===== config.mk =====
export PLATFORM = sky130hd
export DESIGN_NAME = cfg_index_port
export DESIGN_NICKNAME = d
export VERILOG_FILES = /design/src/rtl/cfgidx_pkg.sv /design/src/rtl/cfgidx_ctrl.sv /design/src/rtl/cfgidx_dp.sv /design/src/rtl/cfg_index_port.sv
export SDC_FILE = /design/constraint.sdc
export NUM_CORES = 1
export LEC_CHECK = 0
export ABC_AREA = 1
export BUFFER_PORTS_ARGS = -buffer_cell sky130_fd_sc_hd__buf_2
export CAP_MARGIN = 20
export CORE_MARGIN = 4
export CORE_UTILIZATION = 45
export DETAILED_ROUTE_END_ITERATION = 8
export HOLD_SLACK_MARGIN = 0.06
export PLACE_DENSITY = 0.71
export SYNTH_ARGS = -nofsm -noshare
export SYNTH_HDL_FRONTEND = slang
export SYNTH_SLANG_ARGS = --single-unit

===== constraint.sdc =====
create_clock -name clk -period 3.8 [get_ports clk]
set_input_delay 0.57 -clock clk [delete_from_list [all_inputs] [get_ports clk]]
set_output_delay 0.57 -clock clk [all_outputs]
set_load 0.05 [all_outputs]

===== src/rtl/cfgidx_pkg.sv =====
`timescale 1ns/1ps
package cfgidx_pkg;

  // Offset field width and number of implemented slots.
  localparam int OFF_W   = 3;
  localparam int SLOTS   = 4;
  localparam int SLOT_IW = $clog2(SLOTS);

  // Strobes from the decoder to the register datapath.
  typedef struct packed {
    logic               idxWr;
    logic               idxRd;
    logic               slotWr;
    logic               slotRd;
    logic [SLOT_IW-1:0] slot;
  } cfgStrobe_t;

  typedef struct packed {
    logic               hit;
    logic [SLOT_IW-1:0] slot;
  } slotHit_t;

  // Sparse map: offsets 0,2,4,5 hold slots 0..3, all others are empty.
  function automatic slotHit_t decodeOffset(input logic [OFF_W-1:0] off);
    slotHit_t r;
    r.hit  = 1'b0;
    r.slot = '0;
    case (off)
      3'd0: begin r.hit = 1'b1; r.slot = 2'd0; end
      3'd2: begin r.hit = 1'b1; r.slot = 2'd1; end
      3'd4: begin r.hit = 1'b1; r.slot = 2'd2; end
      3'd5: begin r.hit = 1'b1; r.slot = 2'd3; end
      default: begin r.hit = 1'b0; r.slot = '0; end
    endcase
    return r;
  endfunction

endpackage


===== src/rtl/cfgidx_ctrl.sv =====
`timescale 1ns/1ps
module cfgidx_ctrl
  import cfgidx_pkg::*;
(
  input  logic             cfgEnable,
  input  logic             hostSel,
  input  logic             hostWr,
  input  logic             hostRd,
  input  logic [OFF_W-1:0] idxOff,
  output cfgStrobe_t       strb
);

  slotHit_t hitInfo;
  logic     wrOk;
  logic     rdOk;

  always_comb begin
    hitInfo = decodeOffset(idxOff);
    wrOk    = cfgEnable & hostWr;
    rdOk    = cfgEnable & hostRd;

    strb.idxWr  = wrOk & ~hostSel;
    strb.idxRd  = rdOk & ~hostSel;
    strb.slotWr = wrOk &  hostSel & hitInfo.hit;
    strb.slotRd = rdOk &  hostSel & hitInfo.hit;
    strb.slot   = hitInfo.slot;
  end

endmodule


===== src/rtl/cfgidx_dp.sv =====
`timescale 1ns/1ps
module cfgidx_dp
  import cfgidx_pkg::*;
#(
  parameter int                    DATA_W     = 8,
  parameter logic [SLOTS*DATA_W-1:0] RESET_VALS = '0
) (
  input  logic                    clk,
  input  logic                    rstN,
  input  cfgStrobe_t              strb,
  input  logic [DATA_W-1:0]       wdata,
  output logic [OFF_W-1:0]        idxOff,
  output logic [DATA_W-1:0]       rdata,
  output logic [SLOTS*DATA_W-1:0] bankOut
);

  localparam int PAD_W = DATA_W - OFF_W;

  logic [OFF_W-1:0]  idxQ;
  logic [DATA_W-1:0] slotQ [SLOTS];

  // Selector: only the offset field is stored.
  always_ff @(posedge clk or negedge rstN) begin
    if (!rstN)           idxQ <= '0;
    else if (strb.idxWr) idxQ <= wdata[OFF_W-1:0];
  end

  for (genvar k = 0; k < SLOTS; k++) begin : g_slot
    always_ff @(posedge clk or negedge rstN) begin
      if (!rstN)
        slotQ[k] <= RESET_VALS[k*DATA_W +: DATA_W];
      else if (strb.slotWr && (strb.slot == SLOT_IW'(k)))
        slotQ[k] <= wdata;
    end
    assign bankOut[k*DATA_W +: DATA_W] = slotQ[k];
  end

  always_comb begin
    rdata = '0;
    if (strb.idxRd)       rdata = {{PAD_W{1'b0}}, idxQ};
    else if (strb.slotRd) rdata = slotQ[strb.slot];
  end

  assign idxOff = idxQ;

endmodule


===== src/rtl/cfg_index_port.sv =====
`timescale 1ns/1ps
module cfg_index_port
  import cfgidx_pkg::*;
#(
  parameter int                      DATA_W     = 8,
  parameter logic [SLOTS*DATA_W-1:0] RESET_VALS = 32'hA5_3C_81_00
) (
  input  logic                    clk,
  input  logic                    rstN,
  input  logic                    cfgEnable,
  input  logic                    hostSel,
  input  logic                    hostWr,
  input  logic                    hostRd,
  input  logic [DATA_W-1:0]       hostWdata,
  output logic [DATA_W-1:0]       hostRdata,
  output logic [SLOTS*DATA_W-1:0] bankOut
);

  cfgStrobe_t       strb;
  logic [OFF_W-1:0] idxOff;

  cfgidx_ctrl u_ctrl (
    .cfgEnable (cfgEnable),
    .hostSel   (hostSel),
    .hostWr    (hostWr),
    .hostRd    (hostRd),
    .idxOff    (idxOff),
    .strb      (strb)
  );

  cfgidx_dp #(
    .DATA_W     (DATA_W),
    .RESET_VALS (RESET_VALS)
  ) u_dp (
    .clk     (clk),
    .rstN    (rstN),
    .strb    (strb),
    .wdata   (hostWdata),
    .idxOff  (idxOff),
    .rdata   (hostRdata),
    .bankOut (bankOut)
  );

endmodule


==> summary.md, run 1 <==
| Metric | Value |
|---|---|
| H-tree levels | 2 |
| Root buf cell | clkbuf_8 |
| Ratio of cells with drive above 1 in the final layout | 31.3% |
| Vias/cell | 5.09 |
| Pin count of the biggest net entering global routing | 36 |
| # DRC | 0 |
| CP Data Arrival Time | 1.96 ns |
| Pint | 0.740 mW |
| Mapped Cells | 226 |
| Final Cell Area | 0.00218 mm² |
| FF-to-FF path depth | 7 |
| Peak supply drop | 364 µV |
| Largest cells by area after synthesis | dfrtp_1, nand2_1, dfstp_2 |
| Fin. max-slew vios | 0 |
| Final worst path period share | 66.7% |
| Ant diodes | 0 |
| DIE WIDTH | 71.3 µm |
| Synth Area in Compound Gates | 11.2% |
| Cell Area, Placed | 0.00209 mm² |
| Setup TNS | 0 ns |
| Share of the synthesized area in the top cell type | 34.7% |
| Reg-to-reg setup timing slack | 2.09 ns |
| CTS tree | yes |
| Netlist Area Pre-Place | 0.00180 mm² |
| Clock group share of total power | 18.7% |
| Setup CP Type | flop to output port |
| I/O pins | 54 |
| Clock slew seen by the registers of the worst setup and hold paths | 0.08 ns |
| Max-cap viol count | 0 |
| Synth unique cells | 21 |
| Part of the power in combinational logic | 43.4% |
| Clock buffer depth | 2 |
| Mux cell area share after synthesis | 0.625% |
| Rel. slew slack | 49.2% |
| Die area | 0.00508 mm² |
| Synthesized flop and latch total | 35 |
| Final ANT Viol Nets | 0 |
| Seq/Total Area, Yosys | 49.3% |
| Worst Tran Pin Value | 0.762 ns |
| Layout Nets | 294 |
| Synth Area in Adders | 0% |
| Area Growth Syn to Fin | 20.9% |
| First-iteration detailed-routing DRC count | 102 |
| Setup crit start kind | flop |
| # hold bufs at CTS | 0 |
| Post-Synth Simple-Gate Area | 34.1% |
| First-pass DRT Iterations | 4 |
| Xor/xnor cell area share of the yosys netlist | 0% |
| CP Data Required Time | 3.23 ns |
| Largest family of logic cells by synthesized area | simple AND/OR/NAND/NOR gates |
| Crit path time final | 2.53 ns |
| Outcome | completed |
| PostCTS Resize Cnt | 0 |
| PwrDens | 667 mW/mm² |
| Vias | 1676 |
| Clk Latency, worst-skew pair | 0.29 ns |
| Highest clock rate | 395 MHz |
| Postcts setup bufs | 0 |
| Average wire per standard cell | 14.2 µm |
| Num rows | 22 |
| DRT Wirelength | 4680 µm |
| Initial antenna violation count | 0 |
| Die height | 71.3 µm |
| Worst R2R End | u_dp.bankOut[14] |
| Core area | 0.00377 mm² |
| P_sw | 0.713 mW |
| # clock sinks | 35 |
| Gpl congestion | 0.821 |
| Detailed Place HPWL | 3490 µm |
| Sw Share | 49.1% |
| Clock skew | 0.00515 ns |
| Element type at the critical path end | output port |
| PortBufs | 53 |
| Biggest area consumer among synthesized cells | dfrtp_1 |
| Vias in the first global route | 1573 |
| Final setup viols | 0 |
| Initial Utilization | 47.7% |
| Gr usage total | 19.7% |
| Grt ovf | 0 |
| CTS Buf Count | 5 |
| Reg2Reg Launch Point | u_dp.idxOff[1] |
| CP max FO | 12 |
| First-pass GRT wire length | 7800 µm |
| Syn_nets | 240 |
| Static leakage | 1.20 nW |
| Reg power frac | 37.9% |
| Syn_area_per_cell | 7.97 µm² |
| Final Hold Violating Endpoints | 0 |
| RSZ-0062 raised after global routing | no |
| Hold Crit Class | primary input to async pin |
| Ys Warns | 0 |
per-layer routing:
layer	part of all wire (%)	wire [µm]	up-vias	track usage [%]
met4	1.4	67	0	7.10
met2	45	2120	52	29.0
met1	47	2200	769	28.5
met5	0	0	-	0
met3	6.2	291	7	4.21
li1	-	-	848	-
logic make-up (layout without fill, tap and decap cells):
group / count (synthesis) / count (layout)
buf+inv: 19 / 74
compound gates: 38 / 38
flops: 35 / 35
simple gates: 133 / 133
mux: 1 / 1
worst max-delay path by stage:
| stage | depth (start not counted) | startpoint | end |
|---|---|---|---|
| global route | 7 | u_dp.idxOff[1] | hostRdata[0] |
| floorplan | 7 | u_dp.idxOff[2] | hostRdata[6] |
| global placement | 7 | u_dp.idxOff[1] | hostRdata[2] |
| detailed placement | 7 | u_dp.idxOff[1] | hostRdata[2] |
| finish | 7 | u_dp.idxOff[1] | hostRdata[0] |
| CTS | 7 | u_dp.idxOff[1] | hostRdata[2] |
critical path, stage by stage, from the launching register on:
cell and delay, ns:
dfrtp_1 0.53, inv_2 0.18, nand2_4 0.09, o21ai_2 0.12
nand2_1 0.22, o21bai_1 0.21, nand2_1 0.06, buf_2 0.26
power by group through the flow:
stage | logic, mW | clock network [mW] | registers (mW)
finish | 0.630 | 0.272 | 0.551
global route | 0.677 | 0.293 | 0.565
CTS | 0.635 | 0.274 | 0.551
detailed placement | 0.635 | 0 | 0.558
global placement | 0.633 | 0 | 0.555
floorplan | 0.204 | 0 | 0.835
cells in the final DEF, fill, tap and decap left out:
cell         n
inv_2        4
nor2_4       4
nand2_1     75
o21ai_2      1
nand4_1      3
clkbuf_8     5
a21oi_1      2
inv_1        9
nor2_1      24
dfrtp_1     25
mux2_2       1
nor2_8       1
buf_2       53
nor2_2       2
dfstp_2     10
nand3_1     20
clkinv_2     1
nand2_4      4
clkinvlp_4   2
o21ai_1     32
o21bai_1     3
stage by stage:
| stage | hold slack, ns | power, mW | setup slack, ns | instances | utilization [%] |
|---|---|---|---|---|---|
| floorplan | 0.274 | 1.04 | 1.58 | 226 | - |
| global placement | 0.482 | 1.19 | 1.61 | 321 | 55.4 |
| detailed placement | 0.482 | 1.19 | 1.59 | 321 | 55.4 |
| CTS | 0.365 | 1.46 | 1.27 | 329 | 57.7 |
| global route | 0.403 | 1.54 | 1.14 | 329 | 57.7 |
| finish | 0.351 | 1.45 | 1.27 | 329 | 57.7 |
registers in the layout (all words and copies together) (netlist names):
name and count:
u_dp.idxOff 3, u_dp.bankOut 32
layout make-up:
type | instances | area (µm²)
fill | 355 | 1590
sequential | 35 | 888
multi-input combinational | 172 | 826
timing repair buffer | 53 | 265
clock buffer | 5 | 68.8
tap | 48 | 60.1
inverter | 13 | 48.8
clock inverter | 3 | 20.0
Yosys cell counts (all sizes together):
cell / n
nand2: 79
dfstp: 10
o21ai: 33
inv: 13
nand3: 20
nand4: 3
clkbuf: 1
nor2: 31
o21bai: 3
buf: 5
mux2: 1
dfrtp: 25
a21oi: 2
Note: power is estimated with default switching activity, not from simulation.
==> run 2: changes to the inputs <==
--- a/config.mk
+++ b/config.mk
@@ -12,7 +12,7 @@
 export CORE_UTILIZATION = 45
 export DETAILED_ROUTE_END_ITERATION = 8
 export HOLD_SLACK_MARGIN = 0.06
-export PLACE_DENSITY = 0.71
+export PLACE_DENSITY = 0.74
 export SYNTH_ARGS = -nofsm -noshare
 export SYNTH_HDL_FRONTEND = slang
 export SYNTH_SLANG_ARGS = --single-unit
==> constraint.sdc (replaced) <==
create_clock -name clk -period 2.1 [get_ports clk]
set_input_delay 0.315 -clock clk [delete_from_list [all_inputs] [get_ports clk]]
set_output_delay 0.315 -clock clk [all_outputs]
set_load 0.05 [all_outputs]
==> summary.md, run 2 (synthesis gave the netlist of run 1 again) <==
| Metric | Value |
|---|---|
| Outcome | completed (unchanged) |
| Highest clock rate | 495 MHz |
| Setup CP Type | flop to output port (unchanged) |
| Gpl congestion | 0.843 (was 0.821) |
| Clock buffer depth | 2 (unchanged) |
| Core area | 0.00377 mm² (unchanged) |
| Clock slew seen by the registers of the worst setup and hold paths | 0.08 ns (about the same) |
| # hold bufs at CTS | 0 (unchanged) |
| Final worst path period share | 96.3% |
| CP max FO | 8 (was 12) |
| Pin count of the biggest net entering global routing | 36 (unchanged) |
| Average wire per standard cell | 14.4 µm (was 14.2 µm) |
| Static leakage | 1.24 nW (was 1.20 nW) |
| I/O pins | 54 (unchanged) |
| CP Data Required Time | 1.78 ns (was 3.23 ns) |
| Ratio of cells with drive above 1 in the final layout | 33.3% (was 31.3%) |
| Element type at the critical path end | output port (unchanged) |
| First-iteration detailed-routing DRC count | 104 (was 102) |
| CTS tree | yes (unchanged) |
| Clock skew | 0.00963 ns (was 0.00515 ns) |
| Pre-CTS setup slack | 0.203 ns (was 1.59 ns) |
| H-tree levels | 2 (unchanged) |
| Area Growth Syn to Fin | 25.6% (was 20.9%) |
| Max-cap viol count | 0 (unchanged) |
| Die area | 0.00508 mm² (unchanged) |
| # clock sinks | 35 (unchanged) |
| Final setup viols | 0 (unchanged) |
| Final ANT Viol Nets | 0 (unchanged) |
| PortBufs | 53 (unchanged) |
| Vias/cell | 5.06 (was 5.09) |
| First-pass DRT Iterations | 4 (unchanged) |
| First-pass GRT wire length | 7990 µm (was 7800 µm) |
| PwrDens | 1230 mW/mm² (was 667 mW/mm²) |
| Initial antenna violation count | 0 (unchanged) |
| Clk Latency, worst-skew pair | 0.29 ns (about the same) |
| Most common cell after layout, fill and taps aside | nand2_1 (unchanged) |
| Detailed Place HPWL | 3570 µm (was 3490 µm) |
| DRT Wirelength | 4800 µm (was 4680 µm) |
| Vias in the first global route | 1658 (was 1573) |
| Gr usage total | 20.1% (was 19.7%) |
| Die height | 71.3 µm (unchanged) |
| CTS Buf Count | 5 (unchanged) |
| Worst Tran Pin Value | 0.770 ns (was 0.762 ns) |
| Hold Crit Class | primary input to async pin (unchanged) |
| Crit path time final | 2.02 ns |
| Commonest non-fill, non-tap cells in the layout | nand2_1, buf_2, o21ai_1 (unchanged) |
| CP Data Arrival Time | 1.71 ns (was 1.96 ns) |
| Max reg flops | 32 (unchanged) |
| Crit-path cells | nand2_4, o21ai_2, nand2_2, o21bai_1, nand2_1, buf_2 (was inv_2, nand2_4, o21ai_2, nand2_1, o21bai_1, nand2_1, buf_2) |
| Fillers | 352 (was 355) |
| Rel. slew slack | 48.7% (was 49.2%) |
| Peak supply drop | 660 µV (was 364 µV) |
| Final Hold Violating Endpoints | 0 (unchanged) |
| # DRC | 0 (unchanged) |
| Initial Utilization | 47.7% (unchanged) |
| Fin. max-slew vios | 0 (unchanged) |
| DIE WIDTH | 71.3 µm (unchanged) |
| Setup crit start kind | flop (unchanged) |
| Slowest stage delay, CP | 0.49 ns (was 0.53 ns) |
| Crit path max-delay cell type | dfrtp_2 (was dfrtp_1) |
| Ant diodes | 0 (unchanged) |
| Fin cells | 333 (was 329) |
| Setup ws final | 0.0780 ns (was 1.27 ns) |
| Vias | 1685 (was 1676) |
| Grt ovf | 0 (unchanged) |
| Num rows | 22 (unchanged) |
| Placed cells | 323 (was 321) |
| Root buf cell | clkbuf_8 (unchanged) |
| Layout Nets | 298 (was 294) |
## run 2: changes by cell type in the layout (fill, tap and decap cells not counted), sizes merged
cell | previous run | this run
clkbuf | 5 | 8
clkinv | 1 | 2
buf | 53 | 54
clkinvlp | 2 | 0
bufinv | 0 | 1
## run 2: metrics by stage
stage | instance area, µm² | utilization [%] | hold WS [ns] | setup TNS [ns] | power, mW
5_1_grt | 2260 | 60.0 | 0.151 | -0.00123 | 2.93
3_5_place_dp | 2100 | 55.8 | 0.434 | 0 | 2.17
2_1_floorplan | 1800 | - | 0.0194 | 0 | 1.88
4_1_cts | 2220 | 58.9 | 0.118 | 0 | 2.78
6_report | 2260 | 60.0 | 0.0975 | 0 | 2.79
3_3_place_gp | 2100 | 55.8 | 0.428 | 0 | 2.16
## run 2: final timing paths
path                                   from               end  slack (ns)  cells past startpoint
setup / recovery             u_dp.idxOff[2]      hostRdata[1]        0.08                      6
hold / removal                         rstN  u_dp.bankOut[12]         0.1                      1
setup reg to reg             u_dp.idxOff[2]  u_dp.bankOut[28]        0.54                      6
hold reg to reg            u_dp.bankOut[15]  u_dp.bankOut[15]        0.50                      2
max in group asynchronous              rstN    u_dp.idxOff[0]        1.48                      1
min in group clk               hostWdata[5]  u_dp.bankOut[29]        0.26                      3
## run 2: per-layer routing
| metal | vias up | track usage, % | share of wire [%] |
|---|---|---|---|
| met4 | 0 | 5.22 | 1.1 |
| met1 | 780 | 26.3 | 44 |
| met2 | 41 | 33.2 | 48 |
| met3 | 6 | 5.05 | 6.4 |
| met5 | - | 0 | 0 |
| li1 | 858 | - | - |
## run 2: power by group
group	leakage [nW]	internal [mW]	switching [mW]
logic	0.756	0.273	0.918
registers	0.422	0.859	0.127
clock network	0.0581	0.353	0.262
## run 2: final cells by class
class                      count  area, µm²  area share [%]
tap                           48       60.1            2.65
clock buffer                   5       68.8            3.04
sequential                    35        891            39.4
clock inverter                 3       43.8            1.94
multi-input combinational    172        847            37.4
timing repair buffer          57        303            13.4
inverter                      13       48.8            2.16
## run 2: worst max-delay path: cells and delay by family, from the launching register on
family,cells,cell delay [ns]
AND/OR/NAND/NOR,3,0.35
AO/OA/AOI/OAI,2,0.32
flip-flops,1,0.49
buffers and inverters,1,0.25
## run 2: repair_timing
item | 4_1_cts | 5_1_grt
gates cloned | 0 | 0
gates resized for setup | 3 | 6
setup endpoints to repair | 8 | 8
setup buffers | 0 | 2
